==> config.mk <==
export PLATFORM = sky130hd
export DESIGN_NAME = lpbk_ctrl
export DESIGN_NICKNAME = d
export VERILOG_FILES = /design/src/rtl/lbc_pkg.sv /design/src/rtl/lbc_capture.sv /design/src/rtl/lbc_rst_det.sv /design/src/rtl/lbc_route.sv /design/src/rtl/lpbk_ctrl.sv
export SDC_FILE = /design/constraint.sdc
export NUM_CORES = 1
export LEC_CHECK = 0
export ABC_AREA = 1
export BUFFER_PORTS_ARGS = -buffer_cell sky130_fd_sc_hd__buf_4
export CAP_MARGIN = 20
export CORE_MARGIN = 8
export CORE_UTILIZATION = 53
export CTS_BUF_LIST = sky130_fd_sc_hd__clkbuf_16
export DETAILED_ROUTE_END_ITERATION = 10
export PLACE_DENSITY = 0.82
export SLEW_MARGIN = 20
export SYNTH_ARGS = -nofsm -noshare
export SYNTH_HDL_FRONTEND = slang
export SYNTH_HIERARCHICAL = 1
export SYNTH_SLANG_ARGS = --single-unit
==> constraint.sdc <==
create_clock -name clk -period 2.3 [get_ports clk]
set_input_delay 0.345 -clock clk [delete_from_list [all_inputs] [get_ports clk]]
set_output_delay 0.345 -clock clk [all_outputs]
set_load 0.1 [all_outputs]
==> src/rtl/lbc_pkg.sv <==
package lbc_pkg;
  parameter int LEN_W = 3;

  typedef enum logic [1:0] {
    LB_NORM   = 2'd0,
    LB_LOCAL  = 2'd1,
    LB_REMOTE = 2'd2
  } lb_mode_e;

  typedef struct packed {
    logic             loc;
    logic             rem;
    logic             ones;
    logic             zs_en;
    logic [LEN_W-1:0] len;
  } lb_cap_t;
endpackage

==> src/rtl/lbc_capture.sv <==
module lbc_capture
  import lbc_pkg::*;
(
  input  logic             clk,
  input  logic             rst_n,
  input  logic             sel_n,
  input  logic             clr_i,
  input  logic             loc_i,
  input  logic             rem_i,
  input  logic             ones_i,
  input  logic             dec_sel_i,
  input  logic [LEN_W-1:0] len_i,
  output lb_mode_e         mode_o,
  output logic             ones_o,
  output logic             zs_en_o,
  output logic [LEN_W-1:0] len_o
);
  lb_cap_t  cap_q, cap_d;
  lb_mode_e mode_q, mode_d;
  logic     ones_q, ones_d;
  logic     zs_q, zs_d;
  logic [LEN_W-1:0] len_q, len_d;

  // capture stage next state
  always_comb begin
    cap_d = cap_q;
    if (clr_i) begin
      cap_d = '0;
    end else if (!sel_n) begin
      cap_d.loc   = loc_i;
      cap_d.rem   = rem_i;
      cap_d.ones  = ones_i;
      cap_d.zs_en = ~dec_sel_i;
      cap_d.len   = len_i;
    end
  end

  // mode stage next state, one edge behind capture
  always_comb begin
    mode_d = LB_NORM;
    ones_d = cap_q.ones;
    zs_d   = cap_q.zs_en;
    len_d  = cap_q.len;
    if (cap_q.loc && !cap_q.rem)      mode_d = LB_LOCAL;
    else if (cap_q.rem && !cap_q.loc) mode_d = LB_REMOTE;
    if (clr_i) begin
      mode_d = LB_NORM;
      ones_d = 1'b0;
      zs_d   = 1'b0;
      len_d  = '0;
    end
  end

  always_ff @(posedge clk or negedge rst_n) begin
    if (!rst_n) begin
      cap_q  <= '0;
      mode_q <= LB_NORM;
      ones_q <= 1'b0;
      zs_q   <= 1'b0;
      len_q  <= '0;
    end else begin
      cap_q  <= cap_d;
      mode_q <= mode_d;
      ones_q <= ones_d;
      zs_q   <= zs_d;
      len_q  <= len_d;
    end
  end

  assign mode_o  = mode_q;
  assign ones_o  = ones_q;
  assign zs_en_o = zs_q;
  assign len_o   = len_q;
endmodule

==> src/rtl/lbc_rst_det.sv <==
module lbc_rst_det #(
  parameter int RST_CYC = 10
) (
  input  logic clk,
  input  logic rst_n,
  input  logic loc_i,
  input  logic rem_i,
  output logic fire_o,
  output logic pulse_o
);
  localparam int CNT_W = $clog2(RST_CYC + 1);
  localparam logic [CNT_W-1:0] LAST = CNT_W'(RST_CYC - 1);
  localparam logic [CNT_W-1:0] SAT  = CNT_W'(RST_CYC);

  logic [CNT_W-1:0] cnt_q, cnt_d;
  logic             pulse_q;
  logic             both;

  assign both   = loc_i & rem_i;
  assign fire_o = both && (cnt_q == LAST);

  always_comb begin
    cnt_d = '0;
    if (both) cnt_d = (cnt_q == SAT) ? cnt_q : cnt_q + 1'b1;
  end

  always_ff @(posedge clk or negedge rst_n) begin
    if (!rst_n) begin
      cnt_q   <= '0;
      pulse_q <= 1'b0;
    end else begin
      cnt_q   <= cnt_d;
      pulse_q <= fire_o;
    end
  end

  assign pulse_o = pulse_q;
endmodule

==> src/rtl/lbc_route.sv <==
module lbc_route
  import lbc_pkg::*;
#(
  parameter int DATA_W = 2
) (
  input  lb_mode_e          mode_i,
  input  logic              ones_i,
  input  logic              tx_clk_i,
  input  logic [DATA_W-1:0] tx_data_i,
  input  logic              rx_clk_i,
  input  logic [DATA_W-1:0] rx_data_i,
  input  logic              ja_clk_i,
  input  logic [DATA_W-1:0] ja_data_i,
  output logic              drv_clk_o,
  output logic [DATA_W-1:0] drv_data_o,
  output logic              rcv_clk_o,
  output logic [DATA_W-1:0] rcv_data_o,
  output logic              ja_bypass_o
);
  logic [DATA_W-1:0] tx_sel;

  assign tx_sel = ones_i ? {DATA_W{1'b1}} : tx_data_i;

  always_comb begin
    drv_clk_o   = tx_clk_i;
    drv_data_o  = tx_sel;
    rcv_clk_o   = rx_clk_i;
    rcv_data_o  = rx_data_i;
    ja_bypass_o = 1'b0;
    unique case (mode_i)
      LB_LOCAL: begin
        rcv_clk_o   = tx_clk_i;
        rcv_data_o  = tx_data_i;
        ja_bypass_o = 1'b1;
      end
      LB_REMOTE: begin
        drv_clk_o  = ja_clk_i;
        drv_data_o = ja_data_i;
      end
      default: ;
    endcase
  end
endmodule

==> src/rtl/lpbk_ctrl.sv <==
module lpbk_ctrl
  import lbc_pkg::*;
#(
  parameter int DATA_W  = 2,
  parameter int RST_CYC = 10
) (
  input  logic              clk,
  input  logic              rst_n,
  input  logic              sel_n,
  input  logic              local_lb_i,
  input  logic              remote_lb_i,
  input  logic              all_ones_i,
  input  logic [LEN_W-1:0]  len_i,
  input  logic              dec_sel_i,
  input  logic              tx_clk_i,
  input  logic [DATA_W-1:0] tx_data_i,
  input  logic              rx_clk_i,
  input  logic [DATA_W-1:0] rx_data_i,
  input  logic              ja_clk_i,
  input  logic [DATA_W-1:0] ja_data_i,
  output logic              drv_clk_o,
  output logic [DATA_W-1:0] drv_data_o,
  output logic              rcv_clk_o,
  output logic [DATA_W-1:0] rcv_data_o,
  output logic              ja_bypass_o,
  output logic              zs_en_o,
  output logic [LEN_W-1:0]  len_o,
  output logic              dev_rst_o
);
  logic [1:0] rsync_q;
  logic       rst_int_n;
  logic       fire;
  lb_mode_e   mode;
  logic       ones;

  // asynchronous assert, synchronous release
  always_ff @(posedge clk or negedge rst_n) begin
    if (!rst_n) rsync_q <= 2'b00;
    else        rsync_q <= {rsync_q[0], 1'b1};
  end
  assign rst_int_n = rsync_q[1];

  lbc_rst_det #(.RST_CYC(RST_CYC)) u_det (
    .clk     (clk),
    .rst_n   (rst_int_n),
    .loc_i   (local_lb_i),
    .rem_i   (remote_lb_i),
    .fire_o  (fire),
    .pulse_o (dev_rst_o)
  );

  lbc_capture u_cap (
    .clk       (clk),
    .rst_n     (rst_int_n),
    .sel_n     (sel_n),
    .clr_i     (fire),
    .loc_i     (local_lb_i),
    .rem_i     (remote_lb_i),
    .ones_i    (all_ones_i),
    .dec_sel_i (dec_sel_i),
    .len_i     (len_i),
    .mode_o    (mode),
    .ones_o    (ones),
    .zs_en_o   (zs_en_o),
    .len_o     (len_o)
  );

  lbc_route #(.DATA_W(DATA_W)) u_route (
    .mode_i      (mode),
    .ones_i      (ones),
    .tx_clk_i    (tx_clk_i),
    .tx_data_i   (tx_data_i),
    .rx_clk_i    (rx_clk_i),
    .rx_data_i   (rx_data_i),
    .ja_clk_i    (ja_clk_i),
    .ja_data_i   (ja_data_i),
    .drv_clk_o   (drv_clk_o),
    .drv_data_o  (drv_data_o),
    .rcv_clk_o   (rcv_clk_o),
    .rcv_data_o  (rcv_data_o),
    .ja_bypass_o (ja_bypass_o)
  );
endmodule

Yosys cells after proc, flatten, opt, wreduce, memory -nomap -nowiden
Index checks and enable logic that the tools add are counted.

cells by class
  add/subtract/negate cells = 1
  equal/unequal tests = 6
  multiplexer cells = 16
  bitwise gates (word level) = 2
  reductions and logical operators = 5

operators by type and width
  kind                                                  count
  2-to-1 mux 7 bit                                      2
  2-to-1 mux 2 bit                                      6
  equality test 4 bit (second input constant)           2
  2-to-1 mux 4 bit                                      2
  2-to-1 mux 1 bit                                      5
  adder 4 x 1 -> 4 bit (second input constant)          1
  logical AND 1 bit                                     3
  2-to-1 mux 3 bit                                      1
  equality test 2 x 1 -> 1 bit (second input constant)  1
  equality test 2 bit (second input constant)           1
  zero test 1 bit                                       2
  != test 2 x 1 -> 1 bit (second input constant)        1
  != test 2 bit (second input constant)                 1
  AND 1 bit                                             1
  NOT 1 bit                                             1

storage, ports and cells
  register bits = 21
  input bits = 19

Logic depth before layout (Yosys ltp)
Gate-level depths: netlist of run 1.

  depth after elaboration = 5
  depth in mapped cells = 8

Modules after synthesis
Netlist of run 1, hierarchy kept.

modules (own cells, without submodules)
  module       instances  cells an instance  area an instance (µm²)  seq. area each (µm²)
  lbc_capture  1          54                 538.0                   350.3
  lbc_rst_det  1          35                 279.0                   125.1
  lbc_route    1          28                 117.6                   0.0
  lpbk_ctrl    1          3                  53.8                    50.0

Least setup slack after synthesis of run 1
No wires, ideal clock.

  path kind = flip-flop to output port
  from = reg u_cap.mode_q[1], in the netlist u_cap/mode_o[1]
  to = out rcv_clk_o
  arrival time = 1.230 ns
  required time = 1.955 ns
  slack = 0.725 ns
  stages on the path, launching flop included = 5
  path buffers = 0
  cells stage by stage = dfrtp_1 inv_2 nand2_2 nand2_1 nand2_1

on the way
  longest elaborated chain between the ends = 2

ends and longest elaborated chain
  element                       RTL line           text
  start: declaration            lbc_capture.sv:19  lb_mode_e mode_q, mode_d;
  start signal: assignment      lbc_capture.sv:63  mode_q <= mode_d;
  equality test 2 x 1 -> 1 bit  lbc_route.sv:30    unique case (mode_i)
  2-to-1 mux 1 bit              lbc_route.sv:30
  end: declaration              lpbk_ctrl.sv:23    output logic rcv_clk_o,

No other way between the ends.

Worst setup path after layout of run 1
  from = reg u_det.cnt_q[1]
  to = reg u_cap/cap_q[6] (netlist bit)

on the way
  longest elaborated chain between the ends = 3
  elaborated cells between the ends (all ways) = 4
  classes of those cells = eq/ne: 2; mux: 1; reduce/logical: 1

ends and longest elaborated chain
  element                                                                      RTL line           text
  start: declaration                                                           lbc_rst_det.sv:15  logic [CNT_W-1:0] cnt_q, cnt_d;
  start signal: assignment                                                     lbc_rst_det.sv:32  cnt_q <= cnt_d;
  equality test 4 bit *                                                        lbc_rst_det.sv:20  assign fire_o = both && (cnt_q == LAST);
  logical AND 1 bit *                                                          lbc_rst_det.sv:20
  via fire                                                                     lpbk_ctrl.sv:32    logic fire;
  != test 2 x 1 -> 1 bit (no source line) or 2-to-1 mux 7 bit (tied branches)  --
  end signal: assignment                                                       lbc_capture.sv:62  cap_q <= cap_d;
  end: declaration                                                             lbc_capture.sv:18  lb_cap_t cap_q, cap_d;

Mark *: on every way through the listed nets, which the timed path passes. The rest lies on a longest branch.
A chain may end at the register's enable or synchronous reset.

==> impl_metrics.tcl, run 1 <==
set metrics [dict create \
    clk_pin_slew_worst_paths_ns 0.06 \
    via_count 868 \
    fmax_mhz 617.7 \
    num_antenna_cells 0 \
    path_cells "inv_1 > ha_1 > nand3_1 > nor2_1 > buf_4 > nor2_8 > nand2_1 > nand2_1" \
    wl_mm 2.074 \
    crit_fanout 7 \
    cpMaxStageDelayCell "dfrtp_1" \
    postPlaceCellArea_mm2 0.001234 \
    crit_path_start_kind "register" \
    netlist_top_cells_area "dfrtp_1 53%, nand2_1 14%, nand3_1 8.1%" \
    synth_flop_cell "dfrtp_1" \
    period_needed_ns 1.619 \
    final_max_slew_viol_count 0 \
    antenna_found_initial 0 \
    first_pass_iters 4 \
    core_mm2 0.001745 \
    internal_power_w 0.0006970 \
    cp_num_buf_inv 2 \
    h-tree-depth 1 \
    routabilityCongestion 0.8384 \
    synth-xor-area-share 0 \
    synth-simple-area-share 0.3354 \
    synthCells 120 \
    drc_errors 0 \
    avgSynthCellArea_um2 8.237 \
    netlist_area_um2 988.4 \
    vias_per_cell 4.849 \
    worst_pin_slew_ns 0.7377 \
    synth_compound_area_frac 0 \
    ios 31 \
    synthAdderAreaFrac 0.03797 \
    power_frac_comb 0.262 \
    arrival_ns 1.76 \
    ys_ff_latch 21 \
    dr.first_iter.drc_count 36 \
    yosysMostFrequentCell "nand2_1" \
    synthTopCellsByCount "38 x nand2_1, 21 x dfrtp_1, 16 x nand3_1" \
    synth_nets 142 \
    drive_above_1_share 0.2857 \
    die_area_mm2 0.003503 \
    postLayoutCellArea_mm2 0.001324 \
    peakVddDrop_mv 0.4868 \
    grt_setup_unrepaired "false" \
    hold_path.class "input port to register" \
    yosysSeqAreaShare 0.5316 \
    synth_edf_count 0 \
    synth-async-reset-ratio 1.000 \
    tns_ns 0 \
    switching_share 0.3367 \
    switchingPower_w 0.0003538 \
    synthMuxAreaShare 0 \
    post_cts.repair.setup_buffers 0 \
    yosysTopAreaCell "dfrtp_1" \
    grt_usage 0.1232 \
    grt_pass1_vias 796 \
    relSlewSlack 0.5082 \
    hold_viol_final 0 \
    clockBufferDepth 2 \
    clock-sinks 21 \
    grt_max_degree 20 \
    root_buffer "clkbuf_16" \
    status "finished clean" \
    start_util 0.5663 \
    cts-buffers-inserted 3 \
    finalClockSkew_ns 0.004034 \
    ant_nets 0 \
    ys_types 16 \
    setup_viol 0 \
    seqPwrFrac 0.397 \
    min_period_over_period 0.7039 \
    place_ws_ns 0.7771 \
    insertion_delay_ns 0.25 \
    grt_overflow 0 \
    wl_per_cell_um 11.59 \
    final_nets 177 \
    synthDominantCellAreaShare 0.5316 \
    max_cap_viol_count 0 \
    cts_tree "yes" \
    cts_resized 0 \
    setup_ws_ns 0.6811 \
    syn2layout_area_growth_pct 33.92 \
    required_ns 2.44 \
    die_y_um 59.19 \
    power_density_mw_per_mm2 793.8 \
    p_clk_frac 0.341 \
    die_w_um 59.19 \
    crit_family "simple AND/OR/NAND/NOR gates" \
    yosys_warnings 6 \
    leakage_nw 0.7514 \
    slowest_delay_ns 0.44 \
    portBuffers 30 \
    path_common_cell "nand2_1" \
    grt_first_pass_wirelength_mm 3.436 \
    hpwlAfterDp_mm 1.519 \
    path_class "register to register" \
    crit_path_end_kind "register" \
    num_rows 15 \
    synth_top_family_by_area "simple AND/OR/NAND/NOR gates" \
]
## power by group through the flow
stage               registers, W  clock network, W  logic (W)
floorplan               0.000466                 0   0.000160
global placement        0.000423                 0   0.000272
detailed placement      0.000424                 0   0.000275
CTS                     0.000417          0.000364   0.000278
global route            0.000422          0.000376   0.000289
finish                  0.000417          0.000358   0.000276
## final timing paths
path	endpoint	slack, ns	startpoint	cells after the start
worst min register to register	u_cap/mode_o[1]	0.30	rsync_q[1]	0
max in group asynchronous	u_det/pulse_o	1.53	rsync_q[1]	0
min in group asynchronous	u_cap/mode_o[1]	0.30	rsync_q[1]	0
worst max register to register	u_cap/cap_q[6]	0.68	u_det/cnt_q[1]	8
worst min-delay path	u_cap/cap_q[4]	0.29	all_ones_i	3
worst max-delay path	u_cap/cap_q[6]	0.68	u_det/cnt_q[1]	8
## worst register-to-register path: stages (launching register included)
cell	delay [ns]
dfrtp_1	0.44
inv_1	0.09
ha_1	0.14
nand3_1	0.07
nor2_1	0.35
buf_4	0.25
nor2_8	0.06
nand2_1	0.06
nand2_1	0.05
## cell usage in the layout, fill, tap and decap left out
master,netlist,routed
nand2_1,38,38
conb_1,1,1
nand2_2,2,2
nor2_8,1,1
inv_2,4,4
nand3_1,16,16
clkinv_2,0,1
nand4_1,1,1
clkbuf_16,0,3
dlygate4sd3_1,0,1
nor3_1,1,1
nor2_2,1,1
dfrtp_1,21,21
buf_4,1,31
nand3_2,1,1
ha_1,3,3
nor2_1,13,13
inv_1,15,15
## layout make-up
| cell class | instances | area [µm²] |
|---|---|---|
| Sequential cell | 21 | 525.5 |
| Fill cell | 127 | 421.7 |
| Multi-Input combinational cell | 78 | 372.9 |
| Timing Repair Buffer | 32 | 242.7 |
| Clock buffer | 3 | 75.07 |
| Inverter | 19 | 71.32 |
| Tap cell | 25 | 31.28 |
| Clock inverter | 1 | 5.005 |
## kinds of logic (layout without fill, tap and decap cells)
family                   after synthesis  after routing
adder cells (fa/ha/maj)                3              3
buffers and inverters                 21             55
flip-flops                            21             21
other                                  1              1
AND/OR/NAND/NOR                       74             74
## metal layers
metal / share of wire / wire length, µm / global-route usage
met2: 0.45 / 923 / 0.1895
met3: 0.094 / 195 / 0.04338
met1: 0.45 / 943 / 0.1513
met5: 0 / 0 / 0
met4: 0.0058 / 12 / 0.05119
## flip-flops by register name (all words and copies together) (netlist names)
register	count
rsync_q	2
u_cap/cap_q	7
u_cap/len_o	3
u_cap/mode_o	2
u_cap/ones_o	1
u_cap/zs_en_o	1
u_det/cnt_q	4
u_det/pulse_o	1
## repair_timing
action | 4_1_cts | 5_1_grt
hold buffers | 1 | 0
setup endpoints to repair | 0 | 0
endpoints found under the hold margin | 2 | 0
## per-stage QoR
stage,util,hold WS [ns],total power (W),std cells
5_1_grt,0.7584,0.2879,0.001087,179
6_report,0.7584,0.2870,0.001051,179
2_1_floorplan,-,0.04941,0.0006258,120
3_5_place_dp,0.7068,0.1287,0.0006984,174
4_1_cts,0.7584,0.2879,0.001059,179
3_3_place_gp,0.7068,0.1266,0.0006944,174
Note: power is estimated with default switching activity, not from simulation.
==> inputs of run 2 (changes only) <==
Settings changed: ABC_AREA 1 to 0, CORE_UTILIZATION 53 to 44, PLACE_DENSITY 0.82 to 0.74.
Clock period 2.3 ns to 1.4 ns, I/O delays scaled along.
==> run 2 against run 1 <==
The run now ends with setup timing left; register-to-register slack got worse by 0.55 ns; via count decreased by 22%; critical path type is now register to output pin; critical endpoint is now rcv_data_o[1]; largest power group unchanged; routed wire length decreased by 5.4%.
==> impl_metrics.tcl, run 2 <==
set metrics [dict create \
    synth-async-reset-ratio 1.000 \
    grt_overflow 0 \
    cp_num_buf_inv 1 \
    drc_errors 0 \
    h-tree-depth 1 \
    reg2regPathDepth 6 \
    fillers 161 \
    grt_max_degree 16 \
    first_pass_iters 4 \
    insertion_delay_ns 0.25 \
    slowest_delay_ns 0.43 \
    antenna_found_initial 0 \
    synth_nets 100 \
    multi_input_area_um2 434.2 \
    crit_fanout 4 \
    num_antenna_cells 0 \
    whs_ns 0.06978 \
    die_y_um 62.67 \
    netlist_top_cells_area "dfrtp_1 55%, mux2i_1 6.3%, mux2_4 6.3%" \
    final_core_util 0.6835 \
    r2r_slack_ns 0.13 \
    seqPwrFrac 0.370 \
    power_density_mw_per_mm2 1268 \
    core_mm2 0.002127 \
    internal_power_w 0.001256 \
    synth_flop_cell "dfrtp_1" \
    period_needed_ns 1.596 \
    most-common-layout-cells "28 x buf_4, 20 x dfrtp_1, 11 x nor2_1" \
    root_buffer "clkbuf_16" \
    p_clk_frac 0.313 \
    synthCells 78 \
    ys_types 25 \
    die_w_um 62.67 \
    postPlaceCellArea_mm2 0.001240 \
    yosys_warnings 6 \
    path_cells "nor2b_4 > mux2_4 > buf_12" \
    num_rows 17 \
    largest_register_ffs 7 \
    cts_tree "yes" \
    path_class "register to output pin" \
    syn2layout_area_growth_pct 51.70 \
    crit_path_end_kind "output pin" \
    worstSetupPathDepth 3 \
    hold_viol_final 0 \
    final_nets 140 \
    finalClockSkew_ns 0.003702 \
    seqCellArea_um2 526.8 \
    ant_nets 0 \
    cpMaxStageDelayCell "dfrtp_2" \
    grt_pass1_vias 717 \
    synth_edf_count 0 \
    leakage_nw 0.7311 \
    required_ns 1.19 \
    largest-register "u_cap/cap_q" \
    ys_ff_latch 21 \
    portBuffers 30 \
    arrival_ns 1.39 \
    postLayoutCellArea_mm2 0.001454 \
    vias_per_cell 4.655 \
    final_common_cell "buf_4" \
    grt_first_pass_wirelength_mm 3.312 \
    final_max_slew_viol_count 0 \
    yosysSeqAreaShare 0.5483 \
    setup_ws_ns -0.1959 \
    clock-sinks 21 \
    max_cap_viol_count 0 \
    min_period_over_period 1.140 \
    fmax_mhz 626.6 \
    violations "setup timing" \
    routabilityCongestion 0.6963 \
    ios 31 \
    peakVddDrop_mv 0.9373 \
    wl_per_cell_um 13.52 \
    switching_share 0.3184 \
    crit_path_start_kind "register" \
    dr.first_iter.drc_count 10 \
    totalPowerFinal_w 0.001843 \
    power_frac_comb 0.317 \
    netlist_area_um2 958.4 \
    wl_mm 1.961 \
    yosysMostFrequentCell "dfrtp_1" \
    reg2reg_to "u_cap/len_o[2]" \
    yosysTopAreaCell "dfrtp_1" \
    hold_path.class "register to asynchronous set/reset pin" \
    crit_family "flip-flops" \
    synthDominantCellAreaShare 0.5483 \
    hpwlAfterDp_mm 1.405 \
    avgSynthCellArea_um2 12.29 \
    drive_above_1_share 0.4444 \
    grt_setup_unrepaired "true" \
    synthTopCellsByCount "21 x dfrtp_1, 12 x nor2_1, 6 x mux2i_1" \
    status "finished with violations" \
    worstReg2RegStart "u_det/cnt_q[1]" \
    clk_pin_slew_worst_paths_ns 0.05 \
    setup_viol 6 \
    switchingPower_w 0.0005869 \
    start_util 0.4506 \
    clockBufferDepth 2 \
    via_count 675 \
    cts-buffers-inserted 3 \
    grt_usage 0.1034 \
    die_area_mm2 0.003928 \
]
-- run 2: power by group through the flow --
stage                     clock (W)  combinational (W)  sequential, W
after CTS                  0.000587           0.000582       0.000682
after floorplan                   0           0.000290       0.000776
after global placement            0           0.000484       0.000690
after detailed placement          0           0.000489       0.000692
after global routing       0.000614           0.000609       0.000687
final                      0.000577           0.000585       0.000682
-- run 2: cells by family after synthesis --
| group | synth area share |
|---|---|
| fa+ha+maj | 0.03917 |
| other cells | 0.003913 |
| xor+xnor | 0.01828 |
| mux | 0.1253 |
| buf+inv | 0.02480 |
| flops | 0.5483 |
| simple gates | 0.2023 |
| compound gates | 0.03785 |
-- run 2: metal layers --
layer  GRT usage  part of all wire  vias to the layer above
met2      0.1669              0.48                       23
met5           0                 0                        -
li1            -                 -                      332
met1      0.1167              0.44                      318
met4     0.05128            0.0071                        0
met3     0.03943             0.068                        2
-- run 2: worst max-delay path by stage --
stage / slack [ns] / from / endpoint
2_1_floorplan: -0.28 / u_cap/mode_o[1] / rcv_clk_o
3_3_place_gp: 0.009 / u_cap/mode_o[0] / drv_clk_o
3_5_place_dp: -0.02 / u_cap/mode_o[0] / drv_clk_o
4_1_cts: -0.21 / u_cap/mode_o[0] / drv_clk_o
5_1_grt: -0.24 / u_cap/mode_o[0] / drv_clk_o
6_report: -0.20 / u_cap/mode_o[1] / rcv_data_o[1]
-- run 2: stage by stage --
stage	setup WS [ns]	TNS (ns)	cells
after floorplan	-0.2826	-1.100	78
after global placement	0.008855	0	137
after detailed placement	-0.02133	-0.02133	137
after CTS	-0.2056	-1.025	145
after global routing	-0.2425	-1.384	145
final	-0.1959	-1.081	145
-- run 2: cell type report --
| type | count | area share |
|---|---|---|
| clock buffers | 3 | 0.05164 |
| clock inverters | 1 | 0.002582 |
| inverters | 2 | 0.005164 |
| multi-input cells | 53 | 0.2986 |
| flip-flops and latches | 21 | 0.3623 |
| well taps | 28 | 0.02410 |
| repair buffers | 37 | 0.2556 |
-- run 2: timing repair --
| item | CTS | global route |
|---|---|---|
| setup endpoints to repair | 7 | 15 |
| pin swaps | 2 | 0 |
| hold buffers | 1 | 0 |
| buffers inserted | 3 | 0 |
| resized for setup | 23 | 2 |
| endpoints found under the hold margin | 2 | 0 |
==> inputs of run 3 (changes only) <==
Settings changed: CORE_ASPECT_RATIO set to 0.7.
==> run 3 against run 2 <==
The flow still finishes with violations (setup timing); hold slack better by 0.12 ns; sequential share of layout area about the same; design area about the same; setup slack worse by 0.032 ns; critical path type unchanged.
==> impl_metrics.tcl, run 3 (synthesized netlist as in run 2, its figures left out) <==
set metrics [dict create \
    final_core_util 0.6923 \
    ios 31 \
    cts-buffers-inserted 3 \
    grt_first_pass_wirelength_mm 3.491 \
    hold_viol_final 0 \
    first_pass_iters 4 \
    drive_above_1_share 0.4492 \
    vias_per_cell 4.831 \
    antenna_found_initial 0 \
    grt_overflow 0 \
    path_class "register to output pin" \
    seqPwrFrac 0.368 \
    final_common_cell "buf_4" \
    hold_path.class "register to asynchronous set/reset pin" \
    grt_usage 0.1147 \
    hpwlAfterDp_mm 1.501 \
    period_needed_ns 1.628 \
    internal_power_w 0.001262 \
    finalClockSkew_ns 0.001189 \
    required_ns 1.19 \
    peakVddDrop_mv 0.7694 \
    crit_fanout 4 \
    wl_mm 2.096 \
    root_buffer "clkbuf_16" \
    clock-sinks 21 \
    core_mm2 0.002102 \
    drc_errors 0 \
    crit_path_end_kind "output pin" \
    die_area_mm2 0.003952 \
    leakage_nw 0.7348 \
    final_nets 141 \
    setup_viol 6 \
    routabilityCongestion 0.7785 \
    die_w_um 71.79 \
    largest_register_ffs 7 \
    arrival_ns 1.42 \
    fmax_mhz 614.2 \
    num_antenna_cells 0 \
    grt_max_degree 20 \
    status "finished with violations" \
    die_y_um 55.05 \
    insertion_delay_ns 0.25 \
    crit_path_start_kind "register" \
    p_clk_frac 0.312 \
    dr.first_iter.drc_count 15 \
    most-common-layout-cells "29 x buf_4, 20 x dfrtp_1, 12 x nor2_1" \
    clockBufferDepth 2 \
    syn2layout_area_growth_pct 51.83 \
    grt_setup_unrepaired "true" \
    h-tree-depth 1 \
    setup_ws_ns -0.2282 \
    power_frac_comb 0.320 \
    final_max_slew_viol_count 0 \
    power_density_mw_per_mm2 1272 \
    switchingPower_w 0.0005886 \
    max_cap_viol_count 0 \
    wl_per_cell_um 14.76 \
    clk_pin_slew_worst_paths_ns 0.05 \
    min_period_over_period 1.163 \
    whs_ns 0.1893 \
    ant_nets 0 \
    num_rows 14 \
    start_util 0.4560 \
    largest-register "u_cap/cap_q" \
    grt_pass1_vias 798 \
    switching_share 0.3180 \
    cts_tree "yes" \
    portBuffers 30 \
    via_count 686 \
    violations "setup timing" \
]
==> run 3: layer usage <==
| layer | global-route usage | up-vias | share of wire |
|---|---|---|---|
| met3 | 0.03957 | 2 | 0.075 |
| met5 | 0 | - | 0 |
| li1 | - | 341 | - |
| met4 | 0.05051 | 0 | 0.0043 |
| met1 | 0.1043 | 319 | 0.39 |
| met2 | 0.2349 | 24 | 0.53 |
==> run 3: final cells by class <==
| type | instances | area, µm² |
|---|---|---|
| fillers | 155 | 646.9 |
| flip-flops and latches | 21 | 526.8 |
| multi-input cells | 53 | 431.7 |
| repair buffers | 38 | 379.1 |
| clock buffers | 3 | 75.07 |
| well taps | 24 | 30.03 |
| inverters | 2 | 7.507 |
| clock inverters | 1 | 5.005 |
==> run 3: timing repair <==
item / 4_1_cts / 5_1_grt
hold buffers: 1 / 0
endpoints found under the hold margin: 2 / 0
pin swaps: 2 / 0
endpoints found under the setup margin: 7 / 8
resized for setup: 22 / 2
buffers inserted: 4 / 0
==> run 3: worst paths after layout <==
check,start,to,slack [ns],cells after the start
setup / recovery,u_cap/mode_o[0],drv_clk_o,-0.23,3
max in group asynchronous,rsync_q[1],u_det/cnt_q[1],1.00,1
min in group clk,len_i[2],u_cap/cap_q[2],0.21,3
hold / removal,rsync_q[1],u_cap/len_o[0],0.19,1
setup reg to reg,u_det/cnt_q[0],u_cap/mode_o[0],0.11,5
hold reg to reg,rsync_q[1],u_cap/len_o[0],0.19,1
==> run 3: critical path, stage by stage, from the launching register on <==
cell and delay [ns]:
dfrtp_1 0.40, and2b_4 0.28, mux2_4 0.31, buf_12 0.17
==> run 3: stage by stage <==
stage | worst slack, ns | setup TNS (ns) | std cells | area (µm²) | power (W)
after floorplan | -0.2826 | -1.100 | 78 | 973.4 | 0.001066
after global placement | 0.006144 | 0 | 133 | 1235 | 0.001174
after detailed placement | -0.02756 | -0.02756 | 133 | 1235 | 0.001185
after CTS | -0.2240 | -1.033 | 142 | 1450 | 0.001868
after global routing | -0.2540 | -1.386 | 142 | 1455 | 0.001921
final | -0.2282 | -1.133 | 142 | 1455 | 0.001851
==> run 3: power by group through the flow <==
stage	sequential, W	clock, W	combinational, W
global placement	0.000688	0	0.000487
detailed placement	0.000692	0	0.000493
floorplan	0.000776	0	0.000290
CTS	0.000681	0.000597	0.000590
global route	0.000687	0.000616	0.000618
finish	0.000681	0.000577	0.000593
